$ cat src/rtl/fde_pkg.sv
package fde_pkg;

  localparam int OPW = 4;

  localparam logic [OPW-1:0] OP_NOP = 4'd0;
  localparam logic [OPW-1:0] OP_LDA = 4'd1;
  localparam logic [OPW-1:0] OP_STA = 4'd2;
  localparam logic [OPW-1:0] OP_ADD = 4'd3;
  localparam logic [OPW-1:0] OP_SUB = 4'd4;
  localparam logic [OPW-1:0] OP_AND = 4'd5;
  localparam logic [OPW-1:0] OP_JMP = 4'd6;
  localparam logic [OPW-1:0] OP_JSR = 4'd7;
  localparam logic [OPW-1:0] OP_RTS = 4'd8;

  localparam logic [1:0] SEL_ADD = 2'd0;
  localparam logic [1:0] SEL_SUB = 2'd1;
  localparam logic [1:0] SEL_AND = 2'd2;

  typedef enum logic [3:0] {
    ST_F_MAR, ST_F_RD, ST_F_MBR, ST_F_IR, ST_F_PC,
    ST_DEC, ST_I_RD, ST_I_MBR, ST_EX, ST_WR,
    ST_P_RD, ST_P_MBR, ST_P_PC
  } state_t;

  typedef struct packed {
    logic       acc_ld;
    logic       alu_en;
    logic [1:0] alu_sel;
    logic       uses_operand;
    logic       is_sta;
    logic       is_jmp;
    logic       is_jsr;
    logic       is_rts;
  } dec_t;

endpackage

$ cat src/rtl/fde_rst_sync.sv
module fde_rst_sync #(
  parameter int STAGES = 2
) (
  input  logic clk,
  input  logic rst_n,
  output logic rst_sync_n
);
  logic [STAGES-1:0] chain;

  always_ff @(posedge clk or negedge rst_n) begin
    if (!rst_n) chain <= '0;
    else        chain <= {chain[STAGES-2:0], 1'b1};
  end

  assign rst_sync_n = chain[STAGES-1];
endmodule

$ cat src/rtl/fde_decode.sv
module fde_decode
  import fde_pkg::*;
(
  input  logic [OPW-1:0] opcode,
  output dec_t           dec
);
  always_comb begin
    dec = '0;
    case (opcode)
      OP_LDA: begin dec.acc_ld = 1'b1; dec.uses_operand = 1'b1; end
      OP_STA: begin dec.is_sta = 1'b1; dec.uses_operand = 1'b1; end
      OP_ADD: begin dec.alu_en = 1'b1; dec.alu_sel = SEL_ADD; dec.uses_operand = 1'b1; end
      OP_SUB: begin dec.alu_en = 1'b1; dec.alu_sel = SEL_SUB; dec.uses_operand = 1'b1; end
      OP_AND: begin dec.alu_en = 1'b1; dec.alu_sel = SEL_AND; dec.uses_operand = 1'b1; end
      OP_JMP: begin dec.is_jmp = 1'b1; dec.uses_operand = 1'b1; end
      OP_JSR: begin dec.is_jsr = 1'b1; dec.uses_operand = 1'b1; end
      OP_RTS: dec.is_rts = 1'b1;
      default: dec = '0;  // no-op and undefined codes
    endcase
  end
endmodule

$ cat src/rtl/fde_regs.sv
module fde_regs #(
  parameter int          DW       = 16,
  parameter int          AW       = 11,
  parameter logic [AW-1:0] PC_RESET = '0,
  parameter logic [AW-1:0] SP_RESET = '0
) (
  input  logic          clk,
  input  logic          rst_n,
  input  logic          pc_inc,
  input  logic          pc_ld,
  input  logic [AW-1:0] pc_din,
  input  logic          mar_ld,
  input  logic [AW-1:0] mar_din,
  input  logic          mbr_ld,
  input  logic [DW-1:0] mbr_din,
  input  logic          ir_ld,
  input  logic          sp_dec,
  input  logic          sp_inc,
  output logic [AW-1:0] pc,
  output logic [AW-1:0] mar,
  output logic [DW-1:0] mbr,
  output logic [DW-1:0] ir,
  output logic [AW-1:0] sp
);
  localparam logic [AW-1:0] ONE = {{(AW-1){1'b0}}, 1'b1};

  always_ff @(posedge clk or negedge rst_n) begin
    if (!rst_n)      pc <= PC_RESET;
    else if (pc_ld)  pc <= pc_din;
    else if (pc_inc) pc <= pc + ONE;
  end

  always_ff @(posedge clk or negedge rst_n) begin
    if (!rst_n)      mar <= '0;
    else if (mar_ld) mar <= mar_din;
  end

  always_ff @(posedge clk or negedge rst_n) begin
    if (!rst_n)      mbr <= '0;
    else if (mbr_ld) mbr <= mbr_din;
  end

  always_ff @(posedge clk or negedge rst_n) begin
    if (!rst_n)     ir <= '0;
    else if (ir_ld) ir <= mbr;
  end

  always_ff @(posedge clk or negedge rst_n) begin
    if (!rst_n)      sp <= SP_RESET;
    else if (sp_dec) sp <= sp - ONE;
    else if (sp_inc) sp <= sp + ONE;
  end

  // the IR is only loaded from a buffer that was filled the cycle before
  a_r2_ir_after_mbr: assert property (@(posedge clk) disable iff (!rst_n)
    ir_ld |-> $past(mbr_ld));

  // the PC advances only right after the IR load
  a_r2_pc_inc_after_ir: assert property (@(posedge clk) disable iff (!rst_n)
    pc_inc |-> $past(ir_ld));
endmodule

$ cat src/rtl/fde_ctrl.sv
module fde_ctrl
  import fde_pkg::*;
#(
  parameter int DW = 16,
  parameter int AW = 11
) (
  input  logic          clk,
  input  logic          rst_n,
  input  dec_t          dec,
  input  logic [AW-1:0] pc,
  input  logic [AW-1:0] sp,
  input  logic [DW-1:0] mbr,
  input  logic [DW-1:0] ir,
  input  logic [DW-1:0] mem_rdata,
  input  logic [DW-1:0] store_data,
  output logic          pc_inc,
  output logic          pc_ld,
  output logic [AW-1:0] pc_din,
  output logic          mar_ld,
  output logic [AW-1:0] mar_din,
  output logic          mbr_ld,
  output logic [DW-1:0] mbr_din,
  output logic          ir_ld,
  output logic          sp_dec,
  output logic          sp_inc,
  output logic          mem_rd,
  output logic          mem_we,
  output logic [DW-1:0] operand,
  output logic          acc_ld,
  output logic          alu_en,
  output logic [1:0]    alu_sel
);
  localparam int MODE_BIT = DW - OPW - 1;
  localparam logic [AW-1:0] ONE = {{(AW-1){1'b0}}, 1'b1};

  state_t st, st_nxt;
  logic   indirect;
  logic [AW-1:0] sp_dn;

  assign indirect = ir[MODE_BIT];
  assign sp_dn    = sp - ONE;
  assign operand  = indirect ? mbr : {{(DW-AW){1'b0}}, ir[AW-1:0]};

  always_ff @(posedge clk or negedge rst_n) begin
    if (!rst_n) st <= ST_F_MAR;
    else        st <= st_nxt;
  end

  always_comb begin
    st_nxt  = st;
    pc_inc  = 1'b0;  pc_ld  = 1'b0;  pc_din  = '0;
    mar_ld  = 1'b0;  mar_din = '0;
    mbr_ld  = 1'b0;  mbr_din = '0;
    ir_ld   = 1'b0;  sp_dec = 1'b0;  sp_inc  = 1'b0;
    mem_rd  = 1'b0;  mem_we = 1'b0;
    acc_ld  = 1'b0;  alu_en = 1'b0;  alu_sel = '0;
    case (st)
      ST_F_MAR: begin mar_ld = 1'b1; mar_din = pc; st_nxt = ST_F_RD; end
      ST_F_RD:  begin mem_rd = 1'b1; st_nxt = ST_F_MBR; end
      ST_F_MBR: begin mbr_ld = 1'b1; mbr_din = mem_rdata; st_nxt = ST_F_IR; end
      ST_F_IR:  begin ir_ld = 1'b1; st_nxt = ST_F_PC; end
      ST_F_PC:  begin pc_inc = 1'b1; st_nxt = ST_DEC; end
      ST_DEC: begin
        if (dec.uses_operand && indirect) begin
          mar_ld  = 1'b1;
          mar_din = ir[AW-1:0];
          st_nxt  = ST_I_RD;
        end else begin
          st_nxt = ST_EX;
        end
      end
      ST_I_RD:  begin mem_rd = 1'b1; st_nxt = ST_I_MBR; end
      ST_I_MBR: begin mbr_ld = 1'b1; mbr_din = mem_rdata; st_nxt = ST_EX; end
      ST_EX: begin
        st_nxt  = ST_F_MAR;
        acc_ld  = dec.acc_ld;
        alu_en  = dec.alu_en;
        alu_sel = dec.alu_sel;
        if (dec.is_jmp) begin
          pc_ld  = 1'b1;
          pc_din = operand[AW-1:0];
        end
        if (dec.is_sta) begin
          mar_ld  = 1'b1; mar_din = operand[AW-1:0];
          mbr_ld  = 1'b1; mbr_din = store_data;
          st_nxt  = ST_WR;
        end
        if (dec.is_jsr) begin
          // return address captured and target loaded on the same edge
          sp_dec  = 1'b1;
          mar_ld  = 1'b1; mar_din = sp_dn;
          mbr_ld  = 1'b1; mbr_din = {{(DW-AW){1'b0}}, pc};
          pc_ld   = 1'b1; pc_din  = operand[AW-1:0];
          st_nxt  = ST_WR;
        end
        if (dec.is_rts) begin
          mar_ld  = 1'b1; mar_din = sp;
          st_nxt  = ST_P_RD;
        end
      end
      ST_WR:    begin mem_we = 1'b1; st_nxt = ST_F_MAR; end
      ST_P_RD:  begin mem_rd = 1'b1; st_nxt = ST_P_MBR; end
      ST_P_MBR: begin mbr_ld = 1'b1; mbr_din = mem_rdata; sp_inc = 1'b1; st_nxt = ST_P_PC; end
      ST_P_PC:  begin pc_ld = 1'b1; pc_din = mbr[AW-1:0]; st_nxt = ST_F_MAR; end
      default:  st_nxt = ST_F_MAR;
    endcase
  end

  // one memory direction per cycle
  a_r11_rd_we_excl: assert property (@(posedge clk) disable iff (!rst_n)
    !(mem_rd && mem_we));

  // the stack pointer moves up only after the stack word was requested
  a_r10_pop_after_read: assert property (@(posedge clk) disable iff (!rst_n)
    sp_inc |-> $past(mem_rd));

  // every write is preceded by a buffer load with the data
  a_r9_write_after_mbr: assert property (@(posedge clk) disable iff (!rst_n)
    mem_we |-> $past(mbr_ld));
endmodule

$ cat src/rtl/fde_sequencer.sv
module fde_sequencer
  import fde_pkg::*;
#(
  parameter int DW = 16,
  parameter int RST_STAGES = 2
) (
  input  logic                  clk,
  input  logic                  rst_n,
  output logic [DW-fde_pkg::OPW-2:0] mem_addr,
  output logic                  mem_rd,
  output logic                  mem_we,
  output logic [DW-1:0]         mem_wdata,
  input  logic [DW-1:0]         mem_rdata,
  input  logic [DW-1:0]         store_data,
  output logic [DW-1:0]         dp_operand,
  output logic                  dp_acc_ld,
  output logic                  dp_alu_en,
  output logic [1:0]            dp_alu_sel
);
  localparam int AW = DW - OPW - 1;

  logic          rst_i_n;
  dec_t          dec;
  logic          pc_inc, pc_ld, mar_ld, mbr_ld, ir_ld, sp_dec, sp_inc;
  logic [AW-1:0] pc_din, mar_din, pc, mar, sp;
  logic [DW-1:0] mbr_din, mbr, ir;

  fde_rst_sync #(.STAGES(RST_STAGES)) u_rst (
    .clk(clk), .rst_n(rst_n), .rst_sync_n(rst_i_n)
  );

  fde_decode u_dec (
    .opcode(ir[DW-1 -: OPW]), .dec(dec)
  );

  fde_regs #(.DW(DW), .AW(AW)) u_regs (
    .clk(clk), .rst_n(rst_i_n),
    .pc_inc(pc_inc), .pc_ld(pc_ld), .pc_din(pc_din),
    .mar_ld(mar_ld), .mar_din(mar_din),
    .mbr_ld(mbr_ld), .mbr_din(mbr_din),
    .ir_ld(ir_ld), .sp_dec(sp_dec), .sp_inc(sp_inc),
    .pc(pc), .mar(mar), .mbr(mbr), .ir(ir), .sp(sp)
  );

  fde_ctrl #(.DW(DW), .AW(AW)) u_ctrl (
    .clk(clk), .rst_n(rst_i_n), .dec(dec),
    .pc(pc), .sp(sp), .mbr(mbr), .ir(ir),
    .mem_rdata(mem_rdata), .store_data(store_data),
    .pc_inc(pc_inc), .pc_ld(pc_ld), .pc_din(pc_din),
    .mar_ld(mar_ld), .mar_din(mar_din),
    .mbr_ld(mbr_ld), .mbr_din(mbr_din),
    .ir_ld(ir_ld), .sp_dec(sp_dec), .sp_inc(sp_inc),
    .mem_rd(mem_rd), .mem_we(mem_we),
    .operand(dp_operand), .acc_ld(dp_acc_ld),
    .alu_en(dp_alu_en), .alu_sel(dp_alu_sel)
  );

  assign mem_addr  = mar;
  assign mem_wdata = mbr;

  // the datapath gets at most one enable per cycle
  a_r11_dp_onehot0: assert property (@(posedge clk) disable iff (!rst_i_n)
    $onehot0({dp_acc_ld, dp_alu_en}));

  // the arithmetic select only takes the three defined codes when enabled
  a_r6_sel_valid: assert property (@(posedge clk) disable iff (!rst_i_n)
    dp_alu_en |-> (dp_alu_sel != 2'd3));

  // nothing reaches memory or datapath while the core is held in reset
  a_r1_idle_in_reset: assert property (@(posedge clk)
    !rst_i_n |-> !(mem_rd || mem_we || dp_acc_ld || dp_alu_en));
endmodule

$ cat config.mk
export PLATFORM = sky130hd
export DESIGN_NAME = fde_sequencer
export DESIGN_NICKNAME = d
export VERILOG_FILES = /design/src/rtl/fde_pkg.sv /design/src/rtl/fde_rst_sync.sv /design/src/rtl/fde_decode.sv /design/src/rtl/fde_regs.sv /design/src/rtl/fde_ctrl.sv /design/src/rtl/fde_sequencer.sv
export SDC_FILE = /design/constraint.sdc
export NUM_CORES = 1
export LEC_CHECK = 0
export CAP_MARGIN = 20
export CORE_ASPECT_RATIO = 1.4
export CORE_MARGIN = 5
export CORE_UTILIZATION = 53
export DETAILED_ROUTE_END_ITERATION = 10
export GPL_TIMING_DRIVEN = 0
export MAX_ROUTING_LAYER = met4
export PLACE_DENSITY = 0.88
export SLEW_MARGIN = 0
export SYNTH_ARGS = -nofsm -noshare
export SYNTH_HDL_FRONTEND = slang
export SYNTH_SLANG_ARGS = --single-unit
$ cat constraint.sdc
create_clock -name clk -period 3 [get_ports clk]
set_clock_uncertainty 0.1 [all_clocks]
set_input_delay 0.6 -clock clk [delete_from_list [all_inputs] [get_ports clk]]
set_output_delay 0.6 -clock clk [all_outputs]
set_load 0.1 [all_outputs]
==> out/qor.csv <==
stage;metric;value;unit
outcome;status;complete, but fails checks;
outcome;violations;negative setup slack;
floorplanning;num_rows;39;
yosys;synth.area.top_cells;dfrtp_1, mux2_2, a22oi_1;
global_routing;grt_pass1_vias;4295;
timing;finalCriticalPeriod;3.02;ns
timing;hold_viol;0;
worst_setup_path;cp-endpoint;dp_operand[3];
floorplanning;dieArea;0.0102;mm²
yosys;syn-num-nets;484;
hold_path;hold_path.class;reg2reg;
finish;fin_area;0.00567;mm²
global_routing;grt.overflow.total;0;
run;cap_violations;0;
worst_setup_path;critPathLaunch;u_regs.ir[11];
clock_tree;htreeDepth;3;
global_routing;grt_usage;29.5;%
routing;totalWireLength;14.4;mm
worst_setup_path;cp.arrival;2.32;ns
yosys;synth_edf_count;0;
clock_tree;clk-insertion-delay-late;0.34;ns
yosys;synth_cell_types;70;
yosys;yosys.area.top_type;dfrtp_1;
worst_setup_path;crit_required;2.30;ns
finish;nets;576;
clock_tree;cts_buffers;9;
clock_tree;holdBufCountCts;0;
finish;ff_latch_area;0.00178;mm²
clock_tree;clk_pin_slew;0.06;ns
global_routing;antenna_found_initial;0;
clock_tree;cts_tree;built;
clock_tree;clk_path_buf_depth;2;
floorplanning;start_util;54.0;%
yosys;synthTopCellsByCount;dfrtp_1, nor2_1, nand2_1, a22oi_1, mux2_2;
floorplanning;dieWidth;86.8;µm
worst_setup_path;worstReg2RegEnd;u_regs.mbr[13];
floorplanning;die_y;118;µm
worst_setup_path;end_kind;primary output;
routing;drc;0;
routing;vias_per_cell;6.65;
timing;worst_slew_pin_slew;1.01;ns
timing;fin_crit_sh;101;%
worst_setup_path;crit_path_max_fanout;10;
placement;postPlaceCellArea;0.00535;mm²
placement;io_buffers;82;
clock_tree;cts_root_buf;clkbuf_16;
routing;wire_per_inst;22.3;µm
routing;num_vias;4293;
worst_setup_path;startpoint_type;flop;
yosys;synth.cell_area;0.00438;mm²
placement;dp_hpwl;10.5;mm
timing;slew_headroom;32.5;%
routing;initialDrtViolationCount;486;
yosys;synth_cells;447;
yosys;synth_top_area_share;40.6;%
global_routing;grt_max_degree;70;
timing;tns;-0.0165;ns
routing;drt-pass1-iter-count;7;
worst_setup_path;crit_type;reg2out;
timing;slew_viol_final;0;
yosys;async_reset_ff_share;100;%
yosys;yosysSeqAreaShare;40.6;%
yosys;syn_avg_cell_area;9.79;µm²
finish;syn_to_final_growth;29.5;%
floorplanning;ios;83;
clock_tree;cts.sinks;71;
global_routing;grt_pass1_wl;22.9;mm
placement;gp_congestion;0.948;
finish;multi_input_area;0.00235;mm²
finish;fill_cells;671;
worst_setup_path;rr_startpoint;u_regs.ir[15];
timing;fin_ws;-0.0165;ns
routing;drtAntennaViolNets;0;
timing;fmax;332;MHz
yosys;synth_seq_cells;71;
finish;layout-drive-gt1-share;18.8;%
timing;grt_setup_unrepaired;false;
yosys;post-synth-top-count-cell;dfrtp_1;
worst_setup_path;rrSetupSlack;0.29;ns
yosys;ys_warn_count;0;
worst_setup_path;r2r_cells;6;
floorplanning;coreArea;0.00810;mm²
finish;antenna_cells;0;
timing;finalSetupViolCount;1;
yosys;synth-main-ff-cell;dfrtp_1;
==> layout by cell type (no fill, tap or decap), types with 11 or more instances in the layout <==
| master | Yosys | routed |
|---|---|---|
| dfrtp_1 | 71 | 70 |
| clkdlybuf4s15_2 | 0 | 11 |
| a221o_1 | 17 | 17 |
| a22oi_1 | 29 | 29 |
| o21ai_0 | 17 | 17 |
| buf_2 | 12 | 13 |
| a21oi_1 | 21 | 21 |
| clkdlybuf4s50_1 | 0 | 60 |
| mux2_2 | 26 | 26 |
| nand2_1 | 31 | 31 |
| clkbuf_1 | 14 | 13 |
| nor2_1 | 34 | 34 |
==> per-stage QoR <==
stage               utilization [%]  worst slack (ns)  std cells  hold slack, ns
global placement               66.0            -0.676        631           0.236
floorplan                         -            -0.295        447           0.204
CTS                            69.8            0.0392        645           0.265
detailed placement             66.1            -0.695        631           0.252
global route                   70.0           0.00926        646           0.271
finish                         70.0           -0.0165        646           0.260
==> worst min-delay path by stage <==
stage                    from        endpoint  slack [ns]  cells after the start
2_1_floorplan           rst_n  u_rst.chain[0]        0.20                      0
3_3_place_gp   u_rst.chain[0]  u_rst.chain[1]        0.24                      0
3_5_place_dp   u_rst.chain[0]  u_rst.chain[1]        0.25                      0
4_1_cts        u_rst.chain[0]  u_rst.chain[1]        0.26                      0
5_1_grt        u_rst.chain[0]  u_rst.chain[1]        0.27                      0
6_report       u_rst.chain[0]  u_rst.chain[1]        0.26                      0
==> metal layers <==
metal / routed length [µm] / share of wire, % / global-route usage (%)
met1: 5630 / 39 / 36.9
met2: 7400 / 51 / 48.0
met3: 998 / 6.9 / 4.90
met4: 359 / 2.5 / 9.94
met5: 0 / 0 / -
==> repair_timing <==
action,CTS,global route
setup buffers,0,1
pin swaps,0,1
gates resized for setup,68,1
setup endpoints to repair,22,3
==> cell type report <==
type	count	area share, %
Sequential cell	71	31.4
Tap cell	102	2.25
Buffer	40	4.50
Clock buffer	10	4.22
Timing Repair Buffer	83	14.6
Clock inverter	6	1.06
Inverter	8	0.530
Multi-Input combinational cell	326	41.4
==> state kept, by name, summed over array words and instances (netlist names) <==
signal / flops
u_rst.chain: 2
u_regs.mbr: 16
u_regs.sp: 11
u_ctrl.st: 4
u_regs.mar: 11
u_regs.ir: 16
u_regs.pc: 11
==> critical path, cell delays in order (launching register included) <==
cell,delay (ns)
dfrtp_1,0.62
buf_2,0.38
mux2i_2,0.41
inv_1,0.10
clkdlybuf4s15_2,0.48
==> kinds of logic after synthesis <==
family	after synthesis	synth area share, %
simple gates	141	18.2
compound gates	140	23.8
xor+xnor	12	2.40
buf+inv	50	6.63
fa+ha+maj	3	0.858
flops	71	40.6
mux	29	7.38
other cells	1	0.0857
Power is not shown: default switching activity piles up to over one toggle a cycle in this logic, so the estimate is an artifact.
